--- src/rtl/dsq_pkg.sv ---
package dsq_pkg;
  localparam int DSQ_AW_DEF = 10;
  localparam int DSQ_N_DEF  = 4;

  typedef enum logic [1:0] {
    ST_IDLE = 2'd0,
    ST_LOAD = 2'd1,
    ST_SCAN = 2'd2,
    ST_FIN  = 2'd3
  } dsq_state_e;
endpackage

--- src/rtl/dsq_defect_table.sv ---
module dsq_defect_table #(
  parameter int AW = 10,
  parameter int N  = 4,
  parameter int SW = (N > 1) ? $clog2(N) : 1
) (
  input  logic                 clk,
  input  logic                 rst,
  input  logic                 wr_en,
  input  logic [SW-1:0]        wr_sel,
  input  logic                 wr_on,
  input  logic                 wr_col,
  input  logic [AW-1:0]        wr_addr,
  input  logic                 load,
  input  logic                 busy,
  output logic [N-1:0]         act_vld,
  output logic [N-1:0]         act_col,
  output logic [N-1:0][AW-1:0] act_addr
);
  // programmed copy, written by the register port at any time
  logic [N-1:0]         sh_vld;
  logic [N-1:0]         sh_col;
  logic [N-1:0][AW-1:0] sh_addr;

  always_ff @(posedge clk) begin
    if (rst) begin
      sh_vld  <= '0;
      sh_col  <= '0;
      sh_addr <= '0;
    end else if (wr_en && (int'(wr_sel) < N)) begin
      sh_vld[wr_sel]  <= wr_on;
      sh_col[wr_sel]  <= wr_col;
      sh_addr[wr_sel] <= wr_addr;
    end
  end

  // working copy, frozen for the duration of a frame
  always_ff @(posedge clk) begin
    if (rst) begin
      act_vld  <= '0;
      act_col  <= '0;
      act_addr <= '0;
    end else if (load) begin
      act_vld  <= sh_vld;
      act_col  <= sh_col;
      act_addr <= sh_addr;
    end
  end


  tbl_frozen_chk: assert property (@(posedge clk) disable iff (rst)
    (busy && $past(busy)) |-> ($stable(act_vld) && $stable(act_col) && $stable(act_addr)));
endmodule

--- src/rtl/dsq_col_lookahead.sv ---
module dsq_col_lookahead #(
  parameter int AW = 10,
  parameter int N  = 4
) (
  input  logic [AW:0]          base,
  input  logic [N-1:0]         act_vld,
  input  logic [N-1:0]         act_col,
  input  logic [N-1:0][AW-1:0] act_addr,
  output logic [AW:0]          nxt
);
  localparam int CW = AW + 1;
  localparam int NC = N + 1;  // N entries can block at most N candidates

  logic [NC-1:0]         hit;
  logic [NC-1:0][CW-1:0] cand;

  for (genvar k = 0; k < NC; k++) begin : g_cand
    assign cand[k] = base + CW'(k);
    always_comb begin
      hit[k] = 1'b0;
      for (int i = 0; i < N; i++) begin
        if (act_vld[i] && act_col[i] && ({1'b0, act_addr[i]} == cand[k]))
          hit[k] = 1'b1;
      end
    end
  end

  always_comb begin
    nxt = cand[NC-1];
    for (int k = NC - 1; k >= 0; k--) begin
      if (!hit[k]) nxt = cand[k];
    end
  end
endmodule

--- src/rtl/dsq_scan_ctrl.sv ---
module dsq_scan_ctrl
  import dsq_pkg::*;
#(
  parameter int AW = 10,
  parameter int N  = 4
) (
  input  logic                 clk,
  input  logic                 rst,
  input  logic                 start,
  input  logic                 ce,
  input  logic [AW-1:0]        lim_row,
  input  logic [AW-1:0]        lim_col,
  input  logic [N-1:0]         act_vld,
  input  logic [N-1:0]         act_col,
  input  logic [N-1:0][AW-1:0] act_addr,
  input  logic [AW:0]          first_col,
  input  logic [AW:0]          next_col,
  output logic [AW-1:0]        cur_col,
  output logic                 load,
  output logic                 busy,
  output logic [AW-1:0]        row_addr,
  output logic [AW-1:0]        col_addr,
  output logic                 pix_valid,
  output logic                 frame_done
);
  dsq_state_e    st;
  logic [AW-1:0] r, c, lr, lc;
  logic [AW-1:0] row_q, col_q;
  logic          pv_q, done_q;
  logic          row_hit, out_row_hit;
  logic          first_ok, next_ok, row_skip, stay_row;

  always_comb begin
    row_hit     = 1'b0;
    out_row_hit = 1'b0;
    for (int i = 0; i < N; i++) begin
      if (act_vld[i] && !act_col[i] && (act_addr[i] == r))     row_hit     = 1'b1;
      if (act_vld[i] && !act_col[i] && (act_addr[i] == row_q)) out_row_hit = 1'b1;
    end
  end

  assign first_ok = (first_col <= {1'b0, lc});
  assign next_ok  = (next_col  <= {1'b0, lc});
  assign row_skip = row_hit || !first_ok;
  assign stay_row = !row_skip && next_ok;
  assign load     = (st == ST_IDLE) && start;
  assign busy     = (st != ST_IDLE);
  assign cur_col  = c;

  always_ff @(posedge clk) begin
    if (rst) begin
      st     <= ST_IDLE;
      r      <= '0;
      c      <= '0;
      lr     <= '0;
      lc     <= '0;
      row_q  <= '0;
      col_q  <= '0;
      pv_q   <= 1'b0;
      done_q <= 1'b0;
    end else begin
      pv_q   <= 1'b0;
      done_q <= 1'b0;
      unique case (st)
        ST_IDLE: begin
          if (start) begin
            lr <= lim_row;
            lc <= lim_col;
            st <= ST_LOAD;
          end
        end
        ST_LOAD: begin
          r  <= '0;
          c  <= first_col[AW-1:0];
          st <= ST_SCAN;
        end
        ST_SCAN: begin
          if (ce) begin
            if (!row_skip) begin
              pv_q  <= 1'b1;
              row_q <= r;
              col_q <= c;
            end
            if (stay_row) begin
              c <= next_col[AW-1:0];
            end else if (r == lr) begin
              st <= ST_FIN;
            end else begin
              r <= r + AW'(1);
              c <= first_col[AW-1:0];
            end
          end
        end
        ST_FIN: begin
          done_q <= 1'b1;
          st     <= ST_IDLE;
        end
        default: st <= ST_IDLE;
      endcase
    end
  end

  assign row_addr   = row_q;
  assign col_addr   = col_q;
  assign pix_valid  = pv_q;
  assign frame_done = done_q;


  hold_on_ce_low_chk: assert property (@(posedge clk) disable iff (rst)
    !ce |=> !pix_valid);

  done_pulse_chk: assert property (@(posedge clk) disable iff (rst)
    frame_done |=> !frame_done);

  done_no_pix_chk: assert property (@(posedge clk) disable iff (rst)
    frame_done |-> !pix_valid);

  col_ascend_chk: assert property (@(posedge clk) disable iff (rst)
    (pix_valid && $past(pix_valid) && (row_addr == $past(row_addr)))
      |-> (col_addr > $past(col_addr)));

  in_range_chk: assert property (@(posedge clk) disable iff (rst)
    pix_valid |-> ((row_addr <= lr) && (col_addr <= lc)));

  bad_row_hidden_chk: assert property (@(posedge clk) disable iff (rst)
    pix_valid |-> !out_row_hit);
endmodule

--- src/rtl/defect_scan_seq.sv ---
module defect_scan_seq #(
  parameter int AW = dsq_pkg::DSQ_AW_DEF,
  parameter int N  = dsq_pkg::DSQ_N_DEF,
  localparam int SW = (N > 1) ? $clog2(N) : 1
) (
  input  logic          clk,
  input  logic          rst,
  input  logic          start,
  input  logic          ce,
  input  logic [AW-1:0] lim_row,
  input  logic [AW-1:0] lim_col,
  input  logic          wr_en,
  input  logic [SW-1:0] wr_sel,
  input  logic          wr_on,
  input  logic          wr_col,
  input  logic [AW-1:0] wr_addr,
  output logic [AW-1:0] row_addr,
  output logic [AW-1:0] col_addr,
  output logic          pix_valid,
  output logic          frame_done
);
  logic [N-1:0]         act_vld, act_col;
  logic [N-1:0][AW-1:0] act_addr;
  logic [AW:0]          first_col, next_col, next_base;
  logic [AW-1:0]        cur_col;
  logic                 load, busy;

  dsq_defect_table #(.AW(AW), .N(N), .SW(SW)) tbl_i (
    .clk(clk), .rst(rst),
    .wr_en(wr_en), .wr_sel(wr_sel), .wr_on(wr_on), .wr_col(wr_col), .wr_addr(wr_addr),
    .load(load), .busy(busy),
    .act_vld(act_vld), .act_col(act_col), .act_addr(act_addr)
  );

  dsq_col_lookahead #(.AW(AW), .N(N)) first_i (
    .base('0), .act_vld(act_vld), .act_col(act_col), .act_addr(act_addr), .nxt(first_col)
  );

  assign next_base = {1'b0, cur_col} + (AW+1)'(1);

  dsq_col_lookahead #(.AW(AW), .N(N)) next_i (
    .base(next_base), .act_vld(act_vld), .act_col(act_col), .act_addr(act_addr), .nxt(next_col)
  );

  dsq_scan_ctrl #(.AW(AW), .N(N)) ctrl_i (
    .clk(clk), .rst(rst), .start(start), .ce(ce),
    .lim_row(lim_row), .lim_col(lim_col),
    .act_vld(act_vld), .act_col(act_col), .act_addr(act_addr),
    .first_col(first_col), .next_col(next_col), .cur_col(cur_col),
    .load(load), .busy(busy),
    .row_addr(row_addr), .col_addr(col_addr), .pix_valid(pix_valid), .frame_done(frame_done)
  );

  for (genvar i = 0; i < N; i++) begin : g_colchk

    bad_col_hidden_chk: assert property (@(posedge clk) disable iff (rst)
      pix_valid |-> !(act_vld[i] && act_col[i] && (act_addr[i] == col_addr)));
  end
endmodule

--- config.mk ---
export PLATFORM = sky130hd
export DESIGN_NAME = defect_scan_seq
export DESIGN_NICKNAME = d
export VERILOG_FILES = /design/src/rtl/dsq_pkg.sv /design/src/rtl/dsq_defect_table.sv /design/src/rtl/dsq_col_lookahead.sv /design/src/rtl/dsq_scan_ctrl.sv /design/src/rtl/defect_scan_seq.sv
export SDC_FILE = /design/constraint.sdc
export NUM_CORES = 1
export LEC_CHECK = 0
export ABC_AREA = 0
export BUFFER_PORTS_ARGS = -buffer_cell sky130_fd_sc_hd__buf_2
export CAP_MARGIN = 0
export CORE_MARGIN = 2
export CORE_UTILIZATION = 63
export DETAILED_ROUTE_END_ITERATION = 12
export HOLD_SLACK_MARGIN = 0.12
export MAX_ROUTING_LAYER = met4
export PLACE_DENSITY = 0.82
export SETUP_SLACK_MARGIN = 0.5
export SLEW_MARGIN = 20
export SYNTH_ARGS = -nofsm -noshare
export SYNTH_HDL_FRONTEND = slang
export SYNTH_SLANG_ARGS = --single-unit
--- constraint.sdc ---
create_clock -name clk -period 18.6 [get_ports clk]
set_clock_uncertainty 0.15 [all_clocks]
set_input_delay 5.58 -clock clk [delete_from_list [all_inputs] [get_ports clk]]
set_output_delay 5.58 -clock clk [all_outputs]
set_load 0.02 [all_outputs]
* After elaboration in Yosys (flattened, before gate mapping)
Index checks and enable logic that the tools add are counted.
** Cells by class
- $add $sub $neg :: 6
- $lt $le $gt $ge :: 4
- Eq/ne operators :: 42
- Mux-type cells :: 66
- Bitwise operators :: 3
- Reductions and logical operators :: 66
** Operators with widths (count)
- $eq 10x11->1 :: 16
- $eq 10x2->1 const B :: 8
- $mux 10 :: 7
- $eq 10x10->1 :: 5
- $logic_and 1x1->1 :: 47
- $logic_not 11->1 :: 4
- $mux 11 :: 4
- $bwmux 40 :: 1
- $eq 10x1->1 const B :: 4
- $pmux 10 s2 :: 2
- $mux 1 :: 39
- $add 11x2->11 const B :: 2
- $demux 10 s2 :: 1
- $mux 3 :: 4
- $add 10x1->11 const B :: 1
- $add 11x1->11 const B :: 1
- $add 11x3->11 const B :: 1
- $le 11x10->1 :: 1
- $add 10x1->10 const B :: 1
- $le 3x10->1 :: 1
- $bwmux 4 :: 2
- $mux 2 :: 4
- $ne 2x2->1 const B :: 4
- $pmux 2 s4 :: 1
- other kinds (16) :: 26
** Storage, ports and cells
- Flip-flop bits (word level) :: 160
- Input bits :: 39
- Output and inout bits :: 22
- Word-level logic and storage cells :: 208

* Depth between registers and ports, before layout
- Depth after elaboration :: 18
- Mapped depth :: 37
- Mapped depth without buffers :: 29

* By module
From an unflattened synthesis, not the netlist that was laid out.
** Unflattened totals
- Cells, all modules :: 1818
- Area, all modules :: 14644.0 um^2
** By module, submodules not included
- dsq_col_lookahead :: times used 2, cells an instance 502, area an instance 3453.3 um^2, sequential area each 0.0 um^2
- dsq_scan_ctrl :: times used 1, cells an instance 464, area an instance 3976.3 um^2, sequential area each 1281.2 um^2
- dsq_defect_table :: times used 1, cells an instance 328, area an instance 3598.5 um^2, sequential area each 1921.8 um^2
- defect_scan_seq :: times used 1, cells an instance 22, area an instance 162.7 um^2, sequential area each 0.0 um^2

* Least setup slack after synthesis
OpenSTA, ideal clock, no wires.
- Path type :: register -> register
- Start point :: register ctrl_i.c[0] (netlist: ctrl_i.cur_col[0])
- End point :: register ctrl_i.r[5]
- Library setup time :: 0.070 ns
- Arrival time :: 7.433 ns
- Required time :: 18.380 ns
- Slack :: 10.946 ns
- Stages on the path, launching flop included :: 36
- Path buffers :: 6
- Period minus slack after synthesis :: 7.654 ns
- Cell sequence :: dfxtp_1 buf_4 clkinv_1 ha_1 buf_1 inv_1 ha_1 clkbuf_1 nor3_1 a31oi_1 xnor2_1 xnor2_1 or4_1 a311oi_2 a2111oi_4 or2_0 clkbuf_1 a21o_1 a311oi_1 nand2_1 xor2_1 ha_1 a21o_1 a21o_1 a21oi_1 nand2_1 o31ai_1 a31oi_1 a211oi_1 nand2_1 o211a_1 buf_6 or3_1 buf_2 or4_1 a21oi_1
** On the way
- Cells in the longest elaborated chain, start to end :: 16
- Elaborated cells on any way between the ends :: 61
- Those cells by class :: add/sub: 5; order compare: 1; eq/ne: 17; mux: 20; reduce/logical: 18
** Ends and longest elaborated chain
- start, declared :: line dsq_scan_ctrl.sv:27 : logic [AW-1:0] r, c, lr, lc;
- start signal, assigned :: line dsq_scan_ctrl.sv:74 : c <= first_col[AW-1:0];
- start signal, assigned :: line dsq_scan_ctrl.sv:85 : c <= next_col[AW-1:0];
- start signal, assigned :: line dsq_scan_ctrl.sv:90 : c <= first_col[AW-1:0];
- $add 10x1->11 (*) :: line defect_scan_seq.sv:39 : assign next_base = {1'b0, cur_col} + (AW+1)'(1);
- $add 11x2->11 :: line dsq_col_lookahead.sv:18 : assign cand[k] = base + CW'(k);
- $eq 10x11->1 :: line dsq_col_lookahead.sv:22 : if (act_vld[i] && act_col[i] && ({1'b0, act_addr[i]} == cand[k]))
- $logic_and 1x1->1 :: line dsq_col_lookahead.sv:22
- $mux 1 (4 in series) :: line dsq_col_lookahead.sv:22
- $mux 11 (3 in series) :: line dsq_col_lookahead.sv:31 : if (!hit[k]) nxt = cand[k];
- $mux 11 (*) :: line dsq_col_lookahead.sv:31
- $le 11x10->1 (*) :: line dsq_scan_ctrl.sv:43 : assign next_ok = (next_col <= {1'b0, lc});
- $logic_and 1x1->1 (*) :: line dsq_scan_ctrl.sv:45 : assign stay_row = !row_skip && next_ok;
- $ne 2x2->1 (no line) (*)
- $reduce_and 4->1 (no line) (*)
- end signal, assigned :: line dsq_scan_ctrl.sv:89 : r <= r + AW'(1);
- end, declared :: line dsq_scan_ctrl.sv:27
Mark *: on every way between the ends. The rest lies on a longest branch, timed or not.
A chain may end at the register's enable or synchronous reset.

* Final worst setup path
Same ends and word-level chain as after synthesis.

==> run summary <==
RSZ-0062 raised after global routing = false
Avg Cell Area, Syn = 7.82 um^2
Initial antenna violation count = 0
Mapped Area = 11,100 um^2
Clock Latency Late Sink = 0.43 ns
Largest net degree at the start of global routing = 103
CP top delay family = compound AO/OA/AOI/OAI gates
Yosys top cell area share = 0.290
Max transition margin = 0.330
Final RePlAce weighted congestion = 1.06
Core area = 17,200 um^2
Status = completed
Number of gates resized after cts = 0
Worst hold-check path type = flop to flop
GR peak layer = met2
Max-slew violation count = 0
Clock share of power = 0.357
Total wire length = 35.4 mm
N_diodes = 0
Final setup violating endpoints = 0
Post-route ant nets = 0
CP required = 18.80 ns
Peak Freq = 0.110 GHz
Sequential share of the synthesized area = 0.290
Floorplan row count = 48
Die Area = 18,600 um^2
Netlist cell types = 93
Synth Instances = 1,414
First-pass iteration count of the detailed router = 6
Area contributors post-synth = dfxtp_1 (29%), xnor2_1 (9.5%), nand2_1 (8.7%), a21oi_1 (6.6%), xor2_1 (4.2%)
Cell internal pwr = 649 uW
Critical path class = flop to flop
Initial Util = 0.641
Post-layout instance area = 11,900 um^2
Critical Path End Type = flop
Reg clk slew, reported paths = 0.07 ns
H-tree level count = 4
Die extent in x = 136 um
Critical path fanouts, max = 30
Async set-reset flop share out of synthesis = 0
Worst Path Buf+Inv = 3
Synth Register Bits = 160
Pwr Total = 1.01 mW
Combinational share of power = 0.264
Yosys warns = 0
Vias in the first global route = 9,733
Clock Path Buffers = 2
Clk root buf = clkbuf_16
Top-count cell post-synth = nand2_1
Most frequently used flop master after synthesis = dfxtp_1
Pleak = 4.40 nW
Final Hold Vio Count = 0
Port bufs = 60
Grt ovf = 0
Hpwl dp = 25.9 mm
CTS tree = yes
Met1 usage = 0.494
Top-level port count = 61
DR vias/cell = 6.42
First-pass GRT wire length = 54.5 mm
Die Y = 136 um
Syn nets = 1,476
Max Cap Viol = 0
Clk sinks = 160
Min Tclk post-route = 9.07 ns
Fin Hold WS = 0.295 ns
Max stage delay on crit path = 0.77 ns
Critical-path cell with the highest stage delay = ha_1
Post-CTS Hold Buffers = 0
Routed via count = 10.5k
# DRC = 0
EDFF count, synth = 0
Switching Fraction = 0.357
Placed Area = 11,200 um^2
Filler cells = 1,416
Drt first-iter violations = 1,224
Layout cells sized above 1 = 0.107
Most instantiated cells after synthesis = nand2_1 (255), dfxtp_1 (160), a21oi_1 (145)
P_sw = 360 uW
Worst Tran Pin Value = 1.00 ns
CTS Buf Count = 17
Final net count = 1,459
Met2 Use GR = 0.599
Yosys top cell by area = dfxtp_1
WL per Instance = 21.6 um
Critical path arrival = 9.27 ns
Postcts setup bufs = 0
Final setup TNS = 0 ns
Pwr dens = 85.1 nW/um^2
Met3 Use GR = 0.0779
Sequential share of power = 0.379
Overall global routing resource usage = 0.396
Setup crit start kind = flop
Area delta synth->final = 7.24%
Worst VDD drop = 0.0000821 V
Final worst-path cycle share = 0.488
-- per-layer routing --
metal	vias to the layer above	wire, um
met5	-	0
met4	0	2180
met3	142	2980
met2	591	15900
met1	4887	14300
li1	4869	-
-- layout make-up --
class	instances	area (um^2)	area share
Sequential cell	160	3200	0.270
Inverter	38	143	0.0120
Clock buffer	18	439	0.0370
Tap cell	225	282	0.0237
Multi-Input combinational cell	1111	7250	0.612
Timing Repair Buffer	69	370	0.0312
Clock inverter	14	168	0.0141
-- layout by cell type, fill, tap and decap left out, types with 26 or more instances in the layout --
master and n:
xnor2_1 120, nor3_1 33, xor2_1 53, nand2_1 254, inv_1 37, nand3_1 36
nor2_1 90, a21oi_1 145, nand4_1 36, dfxtp_1 160, buf_2 59, nor4_1 28
mux2i_1 26
-- stage by stage --
stage	std cells	setup slack (ns)	utilization
CTS	1635	9.76	0.688
global route	1635	9.06	0.688
floorplan	1414	10.95	-
detailed placement	1603	9.82	0.653
global placement	1603	9.98	0.653
finish	1635	9.53	0.688
-- cells by family after synthesis --
kind of cell    after synthesis  share of synthesized area
xor+xnor                    197                      0.182
fa+ha+maj                    23                     0.0260
mux                          26                     0.0235
simple gates                589                      0.262
compound gates              276                      0.162
buf+inv                     143                     0.0551
flops                       160                      0.290
-- flip-flops by register name (all words and copies together), names as in the netlist, 10 cells and up --
name and cells:
tbl_i.act_addr 40, ctrl_i.r 10, ctrl_i.lc 10, ctrl_i.row_addr 10, ctrl_i.col_addr 10, ctrl_i.lr 10, tbl_i.sh_addr 40, ctrl_i.cur_col 10
-- tightest hold or removal path, cell delays in order, from the launching register on --
cell,delay (ns)
dfxtp_1,0.31
nand2_1,0.05
a21oi_1,0.05
-- path summary, 6_finish.rpt --
| path | from | endpoint | slack, ns | cells after the start |
|---|---|---|---|---|
| min reg2reg | tbl_i.sh_vld[3]$_SDFFE_PP0P_ | tbl_i.act_vld[3]$_SDFFE_PP0P_ | 0.29 | 2 |
| max | ctrl_i.cur_col[0]$_SDFFE_PP0P_ | ctrl_i.r[5]$_SDFFE_PP0P_ | 9.53 | 30 |
| max reg2reg | ctrl_i.cur_col[0]$_SDFFE_PP0P_ | ctrl_i.r[5]$_SDFFE_PP0P_ | 9.53 | 30 |
| min | tbl_i.sh_vld[3]$_SDFFE_PP0P_ | tbl_i.act_vld[3]$_SDFFE_PP0P_ | 0.29 | 2 |
-- power by group through the flow --
stage          sequential (mW)  combinational (mW)  clock (mW)
2_1_floorplan            0.379               0.210           0
3_3_place_gp             0.389               0.255           0
3_5_place_dp             0.390               0.256           0
4_1_cts                  0.382               0.261       0.361
5_1_grt                  0.385               0.288       0.373
6_report                 0.383               0.266       0.360
(Power assumes the default switching activity.)
